==> src/rtl/hoist_guard_pkg.sv <==
package hoist_guard_pkg;

  localparam int unsigned ENTRY_CNT = 8;
  localparam int unsigned ADDR_W    = 32;
  localparam int unsigned TAG_W     = 7;
  localparam int unsigned WORD_LSB  = 3;
  localparam int unsigned IDX_W     = (ENTRY_CNT > 1) ? $clog2(ENTRY_CNT) : 1;

  // Address bits that take part in store matching.
  localparam logic [ADDR_W-1:0] WORD_MASK = {ADDR_W{1'b1}} << WORD_LSB;

  // Strobes from control to datapath.
  typedef struct packed {
    logic                 clearAll;
    logic                 writeEn;
    logic [IDX_W-1:0]     writeIdx;
    logic [ENTRY_CNT-1:0] dropMask;
  } strobes_t;

endpackage

==> src/rtl/hoist_guard_dp.sv <==
module hoist_guard_dp
  import hoist_guard_pkg::*;
(
  input  logic                 clk,
  input  logic                 rst,
  input  strobes_t             strobes,
  input  logic [ADDR_W-1:0]    insAddr,
  input  logic [TAG_W-1:0]     insTag,
  input  logic                 stValid,
  input  logic [ADDR_W-1:0]    stAddr,
  input  logic [TAG_W-1:0]     chkTag,
  output logic [ENTRY_CNT-1:0] validVec,
  output logic [ENTRY_CNT-1:0] stHitVec,
  output logic [ENTRY_CNT-1:0] insHitVec,
  output logic [ENTRY_CNT-1:0] chkHitVec
);

  for (genvar g = 0; g < ENTRY_CNT; g++) begin : gEntry
    logic              entryValid;
    logic [ADDR_W-1:0] entryAddr;
    logic [TAG_W-1:0]  entryTag;
    logic              isTarget;

    assign isTarget = strobes.writeEn && (strobes.writeIdx == IDX_W'(g));

    // Priority: flush, then insert (youngest), then store/check drop.
    always_ff @(posedge clk) begin
      if (rst) begin
        entryValid <= 1'b0;
      end else if (strobes.clearAll) begin
        entryValid <= 1'b0;
      end else if (isTarget) begin
        entryValid <= 1'b1;
      end else if (strobes.dropMask[g]) begin
        entryValid <= 1'b0;
      end
    end

    always_ff @(posedge clk) begin
      if (isTarget && !strobes.clearAll) begin
        entryAddr <= insAddr;
        entryTag  <= insTag;
      end
    end

    // One address comparator and two tag comparators per entry.
    assign validVec[g]  = entryValid;
    assign stHitVec[g]  = entryValid && stValid &&
                          (((entryAddr ^ stAddr) & WORD_MASK) == '0);
    assign insHitVec[g] = entryValid && (entryTag == insTag);
    assign chkHitVec[g] = entryValid && (entryTag == chkTag);

    AST_STORE_KILLS: assert property (@(posedge clk) disable iff (rst)
      (stHitVec[g] && !isTarget) |=> !entryValid);
  end

  AST_TAG_UNIQUE: assert property (@(posedge clk) disable iff (rst)
    $onehot0(chkHitVec) && $onehot0(insHitVec));

  AST_FLUSH_EMPTY: assert property (@(posedge clk) disable iff (rst)
    strobes.clearAll |=> (validVec == '0));

  AST_INSERT_LANDS: assert property (@(posedge clk) disable iff (rst)
    (strobes.writeEn && !strobes.clearAll) |=> validVec[$past(strobes.writeIdx)]);

endmodule

==> src/rtl/hoist_guard_ctrl.sv <==
module hoist_guard_ctrl
  import hoist_guard_pkg::*;
(
  input  logic                 clk,
  input  logic                 rst,
  input  logic                 flushReq,
  input  logic                 insValid,
  input  logic                 chkValid,
  input  logic [ENTRY_CNT-1:0] validVec,
  input  logic [ENTRY_CNT-1:0] stHitVec,
  input  logic [ENTRY_CNT-1:0] insHitVec,
  input  logic [ENTRY_CNT-1:0] chkHitVec,
  output strobes_t             strobes,
  output logic                 chkDone,
  output logic                 chkFixup
);

  logic [IDX_W-1:0] rrPtr;
  logic [IDX_W-1:0] freeIdx;
  logic [IDX_W-1:0] hitIdx;
  logic             anyFree;
  logic             insHit;
  logic             chkHit;
  logic             evict;

  // Lowest-numbered invalid entry.
  always_comb begin
    freeIdx = '0;
    anyFree = 1'b0;
    for (int i = ENTRY_CNT - 1; i >= 0; i--) begin
      if (!validVec[i]) begin
        freeIdx = IDX_W'(i);
        anyFree = 1'b1;
      end
    end
  end

  // Tags are unique among live entries, so an OR-encode is enough.
  always_comb begin
    hitIdx = '0;
    for (int i = 0; i < ENTRY_CNT; i++) begin
      if (insHitVec[i]) hitIdx = hitIdx | IDX_W'(i);
    end
  end

  assign insHit = |insHitVec;
  assign chkHit = |chkHitVec;
  assign evict  = insValid && !flushReq && !insHit && !anyFree;

  always_comb begin
    strobes.clearAll = flushReq;
    strobes.writeEn  = insValid && !flushReq;
    strobes.writeIdx = insHit ? hitIdx : (anyFree ? freeIdx : rrPtr);
    strobes.dropMask = stHitVec | (chkValid ? chkHitVec : '0);
  end

  always_ff @(posedge clk) begin
    if (rst) begin
      rrPtr <= '0;
    end else if (evict) begin
      rrPtr <= (rrPtr == IDX_W'(ENTRY_CNT - 1)) ? '0 : rrPtr + 1'b1;
    end
  end

  always_ff @(posedge clk) begin
    if (rst) begin
      chkDone  <= 1'b0;
      chkFixup <= 1'b0;
    end else begin
      chkDone  <= chkValid;
      chkFixup <= chkValid && !chkHit;
    end
  end

  AST_DONE_FOLLOWS: assert property (@(posedge clk) disable iff (rst)
    chkValid |=> chkDone);

  AST_DONE_PULSE: assert property (@(posedge clk) disable iff (rst)
    !chkValid |=> !chkDone);

  AST_FIXUP_QUALIFIED: assert property (@(posedge clk) disable iff (rst)
    chkFixup |-> chkDone);

  AST_RR_ADVANCE: assert property (@(posedge clk) disable iff (rst)
    evict |=> (rrPtr != $past(rrPtr)));

  AST_FREE_FIRST: assert property (@(posedge clk) disable iff (rst)
    (strobes.writeEn && !insHit && anyFree) |-> !validVec[strobes.writeIdx]);

endmodule

==> src/rtl/hoist_guard.sv <==
module hoist_guard
  import hoist_guard_pkg::*;
(
  input  logic              clk,
  input  logic              rst,
  input  logic              flushReq,
  input  logic              insValid,
  input  logic [ADDR_W-1:0] insAddr,
  input  logic [TAG_W-1:0]  insTag,
  input  logic              stValid,
  input  logic [ADDR_W-1:0] stAddr,
  input  logic              chkValid,
  input  logic [TAG_W-1:0]  chkTag,
  output logic              chkDone,
  output logic              chkFixup
);

  strobes_t             strobes;
  logic [ENTRY_CNT-1:0] validVec;
  logic [ENTRY_CNT-1:0] stHitVec;
  logic [ENTRY_CNT-1:0] insHitVec;
  logic [ENTRY_CNT-1:0] chkHitVec;

  hoist_guard_ctrl uCtrl (
    .clk       (clk),
    .rst       (rst),
    .flushReq  (flushReq),
    .insValid  (insValid),
    .chkValid  (chkValid),
    .validVec  (validVec),
    .stHitVec  (stHitVec),
    .insHitVec (insHitVec),
    .chkHitVec (chkHitVec),
    .strobes   (strobes),
    .chkDone   (chkDone),
    .chkFixup  (chkFixup)
  );

  hoist_guard_dp uDp (
    .clk       (clk),
    .rst       (rst),
    .strobes   (strobes),
    .insAddr   (insAddr),
    .insTag    (insTag),
    .stValid   (stValid),
    .stAddr    (stAddr),
    .chkTag    (chkTag),
    .validVec  (validVec),
    .stHitVec  (stHitVec),
    .insHitVec (insHitVec),
    .chkHitVec (chkHitVec)
  );

endmodule

==> config.mk <==
export PLATFORM = sky130hd
export DESIGN_NAME = hoist_guard
export DESIGN_NICKNAME = d
export VERILOG_FILES = /design/src/rtl/hoist_guard_pkg.sv /design/src/rtl/hoist_guard_dp.sv /design/src/rtl/hoist_guard_ctrl.sv /design/src/rtl/hoist_guard.sv
export SDC_FILE = /design/constraint.sdc
export NUM_CORES = 1
export LEC_CHECK = 0
export BUFFER_PORTS_ARGS = -buffer_cell sky130_fd_sc_hd__buf_2
export CAP_MARGIN = 10
export CORE_MARGIN = 4
export CORE_UTILIZATION = 40
export CTS_CLUSTER_DIAMETER = 80
export DETAILED_ROUTE_END_ITERATION = 8
export SYNTH_ARGS = -nofsm -noshare
export SYNTH_HDL_FRONTEND = slang
export SYNTH_SLANG_ARGS = --single-unit
export TNS_END_PERCENT = 30
==> constraint.sdc <==
create_clock -name clk -period 11.5 [get_ports clk]
set_input_delay 1.15 -clock clk [delete_from_list [all_inputs] [get_ports clk]]
set_output_delay 1.15 -clock clk [all_outputs]
set_load 0.1 [all_outputs]
-- Yosys cells after proc, flatten, opt, wreduce, memory -nomap -nowiden
Index checks and enable logic that the tools add are counted.
- register bits: 325
- output and inout bits: 2
- word-level logic and storage cells: 180
- eq/ne operators: 24
- bitwise gates (word level): 9
- mux-type cells: 43
- add/subtract/negate cells: 1
- reduce and logical (&&, ||, !) cells: 76
- operators by type and width (kind ; count):
    logical NOT 32 bit ; 8
    XOR 32 bit ; 8
    == test 7 bit ; 16
    logical AND 1 bit ; 52
    2-to-1 mux 3 bit ; 15
    2-to-1 mux 1 bit ; 25
    nonzero test 2 bit ; 8
    OR reduction 8 bit ; 2
    == test 3 bit, second input constant ; 5
    2-to-1 mux 8 bit ; 1
    OR 8 bit ; 1
    == test 3 x 2 -> 1 bit, second input constant ; 2
    logical NOT 1 bit ; 4
    2-to-1 mux 2 bit ; 2
    adder 3 x 1 -> 3 bit, second input constant ; 1
    == test 3 x 1 -> 1 bit, second input constant ; 1
    logical NOT 3 bit ; 1
    OR reduction 2 bit ; 1

-- Depth between registers and ports, before layout
- word-level depth: 13
- depth in mapped cells: 8
- depth with buffers taken out: 7

-- Cells and area by module
From an unflattened synthesis, not the netlist that was laid out.
- cell total of the unflattened synthesis: 924
- area, all modules: 13681.9 sq um
- by module, submodules not included (module ; times used ; area an instance (sq um) ; sequential area each (sq um) ; cells an instance):
    hoist_guard_dp ; 1 ; 13249.0 ; 8808.4 ; 868
    hoist_guard_ctrl ; 1 ; 432.9 ; 100.1 ; 56

-- Least setup slack after synthesis
Ideal clock, no wire load.
- kind: input -> register
- from: input insTag[1]
- to: register uDp.gEntry[7].entryAddr[10], enable pin
- required time: 11.018 ns
- cell stages on the path: 7
- setup slack: 6.130 ns
- library setup time: 0.482 ns
- data arrival time: 4.888 ns
- path through: buf_4 -> xnor2_1 -> nand4_1 -> nor2_1 -> nor4_2 -> a22oi_1 -> nor3b_1
- longest elaborated chain between the ends: 13
- elaborated cells between the ends (all ways): 28
- those cells by class: 9 x eq/ne; 8 x mux; 11 x reduce/logical
- ends and longest elaborated chain (element ; line ; text):
    from (decl) ; hoist_guard.sv:9 ; input logic [TAG_W-1:0] insTag,
    == test 7 bit ; hoist_guard_dp.sv:50 ; assign insHitVec[g] = entryValid && (entryTag == insTag);
    logical AND 1 bit ; hoist_guard_dp.sv:50 ;
    2-to-1 mux 1 bit ; hoist_guard_ctrl.sv:42 ; if (insHitVec[i]) hitIdx = hitIdx | IDX_W'(i);
    2-to-1 mux 2 bit (2 in a row) ; hoist_guard_ctrl.sv:42 ;
    2-to-1 mux 3 bit (4 in a row) ; hoist_guard_ctrl.sv:42 ;
    2-to-1 mux 3 bit (*) ; hoist_guard_ctrl.sv:53 ; strobes.writeIdx = insHit ? hitIdx : (anyFree ? freeIdx : rrPtr);
    == test 3 bit (*) ; hoist_guard_dp.sv:24 ; assign isTarget = strobes.writeEn && (strobes.writeIdx == IDX_W'(g));
    logical AND 1 bit (*) ; hoist_guard_dp.sv:24 ;
    logical AND 1 bit (*) ; hoist_guard_dp.sv:40 ; if (isTarget && !strobes.clearAll) begin
    to (signal assigned) ; hoist_guard_dp.sv:41 ; entryAddr <= insAddr;
    to (decl) ; hoist_guard_dp.sv:20 ; logic [ADDR_W-1:0] entryAddr;
Mark *: on every way between the ends. The rest lies on a longest branch, timed or not.
A chain may end at the register's enable or synchronous reset.

-- Worst setup path after layout
- from: input insTag[5]
- to: register uDp.gEntry[1].entryAddr[25], enable pin
- longest elaborated chain between the ends: 13
- elaborated cells between the ends (all ways): 28
- those cells by class: 9 x eq/ne; 8 x mux; 11 x reduce/logical
- ends and longest elaborated chain (element ; line):
    == test 7 bit ; hoist_guard_dp.sv:50
    logical AND 1 bit ; hoist_guard_dp.sv:50
    2-to-1 mux 1 bit ; hoist_guard_ctrl.sv:42
    2-to-1 mux 2 bit (2 in a row) ; hoist_guard_ctrl.sv:42
    2-to-1 mux 3 bit (4 in a row) ; hoist_guard_ctrl.sv:42
    2-to-1 mux 3 bit (*) ; hoist_guard_ctrl.sv:53
    == test 3 x 1 -> 1 bit (*) ; hoist_guard_dp.sv:24
    logical AND 1 bit (*) ; hoist_guard_dp.sv:24
    logical AND 1 bit (*) ; hoist_guard_dp.sv:40
    to (signal assigned) ; hoist_guard_dp.sv:41
    to (decl) ; hoist_guard_dp.sv:20
Marked as above.

==> impl_metrics.py <==
metrics = {
    "clocking": {
        "cts_root_buffer": "clkbuf_16",
        "cts.repair.resized": 0,
        "clock_latency_ns": 0.52,
        "cts_hold_buf": 0,
        "clk_pin_slew_ns": 0.06,
        "numClockSinks": 301,
        "cts_setup_buffers": 0,
        "cts_tree": "built",
        "cts-htree-levels": 2,
        "numCtsBuffers": 34,
        "clockBufferDepth": 3,
    },
    "layout": {
        "drive_gt1_frac": 0.148,
        "nNetsFinal": 1065,
        "fin_area_um2": 15300,
        "post-route-util": 0.467,
        "areaGrowthSynthToFinish_pct": 14.3,
    },
    "drt": {
        "post_drt_via_cell_ratio": 5.21,
        "drc": 0,
        "drt.antenna.violating_nets": 0,
        "wl_per_cell_um": 24.5,
        "vias": 7549,
        "drt-total-wl_um": 35500,
        "drt_iter0_markers": 549,
        "dr.pass1.iters": 5,
    },
    "yosys": {
        "synth_cell_type_count": 43,
        "synth_edf_count": 288,
        "syn_avg_cell_area_um2": 14.9,
        "synthCells": 903,
        "synthTopCellsByArea": "edfxtp_1 64%, xnor2_1 13%, xor2_1 8.6%, nand4_1 2.9%, dfxtp_1 1.9%",
        "yosys_warnings": 0,
        "async_reset_ff_frac": 0,
        "seq_area_frac_synth": 0.664,
        "synthFlopType": "edfxtp_1",
        "synth_commonest_cells": "288 x edfxtp_1, 204 x xnor2_1, 132 x xor2_1",
        "synth_area_um2": 13400,
        "ys_seq_elements": 301,
        "synth_area_leader_cell": "edfxtp_1",
        "yosysMostFrequentCell": "edfxtp_1",
        "syn-num-nets": 989,
        "yosysTopAreaCellShare": 0.645,
    },
    "global_routing": {
        "grt_overflow": 0,
        "grt_usage": 0.193,
        "first_global_vias": 7725,
        "antenna_found_initial": 0,
        "grt_pass1_wl_um": 51500,
        "grt_max_degree": 37,
    },
    "min_path": {
        "hold_path_class": "flip-flop to flip-flop",
    },
    "sta": {
        "hold_viol": 0,
        "setup_violations": 0,
        "layout_setup_ws_ns": 7.64,
        "fmax_ghz": 0.259,
        "slew_headroom": 0.320,
        "skew_ns": 0.0189,
        "slew_viol_final": 0,
        "rsz0062_at_grt": "false",
        "setup-tns-final_ns": 0,
        "fin_hold_ws_ns": 0.512,
        "post-route-min-period_ns": 3.86,
        "worst_pin_slew_ns": 1.01,
        "min_period_over_period": 0.335,
    },
    "die": {
        "die_area_um2": 36500,
        "rows": 66,
        "die_height_um": 191,
        "ios": 86,
        "die_w_um": 191,
        "core_um2": 32800,
        "start_util": 0.409,
    },
    "power": {
        "power.density_nw_per_um2": 158,
        "irDropWorstVdd_v": 0.0000950,
        "p_leak_nw": 4.87,
    },
    "critical_path": {
        "crit_path_start_kind": "primary input",
        "cp-end-kind": "flip-flop",
        "cp_max_fo": 19,
        "crit_arrival_ns": 4.03,
        "required_ns": 11.68,
        "crit_type": "primary input to flip-flop",
    },
    "run": {
        "maxCapViolations": 0,
    },
    "placement": {
        "placed_area_um2": 14200,
        "post-dp-hpwl_um": 23800,
        "place.gp.congestion": 0.861,
        "place_ws_ns": 7.16,
        "portBuffers": 79,
    },
    "outcome": {
        "outcome": "complete, no violations",
    },
}
[layout make-up]
type / count / area (um2)
fill: 2902 / 17500
sequential: 301 / 8910
multi-input combinational: 544 / 4280
clock buffer: 41 / 898
tap: 442 / 553
timing repair buffer: 85 / 440
clock inverter: 21 / 194
inverter: 13 / 48.8
antenna: 1 / 2.50
[path summary, 6_finish.rpt]
path	slack (ns)	to	cells past startpoint	from
setup / recovery	7.64	uDp.gEntry[1].entryAddr[25]	8	insTag[5]
hold / removal	0.51	uCtrl.rrPtr[0]	2	uCtrl.rrPtr[0]
setup reg to reg	8.24	uDp.gEntry[1].entryAddr[25]	7	uDp.gEntry[7].entryTag[2]
hold reg to reg	0.51	uCtrl.rrPtr[0]	2	uCtrl.rrPtr[0]
[sequential cells by signal (all words and copies together), names as in the netlist]
register,cells
uCtrl.chkDone,1
uCtrl.chkFixup,1
uCtrl.rrPtr,3
uDp.gEntry.entryAddr,232
uDp.gEntry.entryTag,56
uDp.gEntry.entryValid,8
[power by group]
group	internal (mW)	total [mW]	switching, mW	leakage [nW]
clock network	0.630	1.07	0.436	0.539
registers	1.21	1.21	0.00332	2.71
logic	0.0505	0.148	0.0975	1.62
total	1.89	2.43	0.537	4.87
[kinds of logic after synthesis]
logic type                 synth area share
adders and majority gates           0.00187
muxes                               0.00149
and+or+nand+nor                      0.0725
DFF                                   0.664
xor gates and xnor gates              0.219
AOI/OAI and AO/OA                    0.0205
buffers and inverters                0.0199
[metal layers]
layer  track usage  routed length (um)
met1         0.277               16000
met2         0.315               17000
met3        0.0254                1800
met4        0.0425                 648
met5             0                   0
[metrics by stage]
stage	power, mW	std cells
final	2.43	1448
after CTS	2.45	1447
after detailed placement	1.38	1385
after floorplan	1.32	903
after global placement	1.38	1385
after global routing	2.50	1447
[worst max-delay path, stage by stage]
cell	delay, ns
buf_2	0.39
xnor2_1	0.14
nand4_1	0.12
nor2_1	0.13
or4_2	0.74
a21o_1	0.29
nor2_4	0.62
buf_4	0.43
[cell usage in the layout, fill, tap and decap left out, types with 7 or more instances in the layout]
cell type and n:
dfxtp_1 13, xor2_1 132, clkinv_1 9, nand2_1 10, xnor2_1 204, o22ai_1 8, o21ai_0 7, clkbuf_16 35
nand4_1 63, inv_1 11, edfxtp_1 288, nand3_1 9, buf_2 79, nor4_1 41, nor2_1 14
Power figures use the tool's default switching activity.
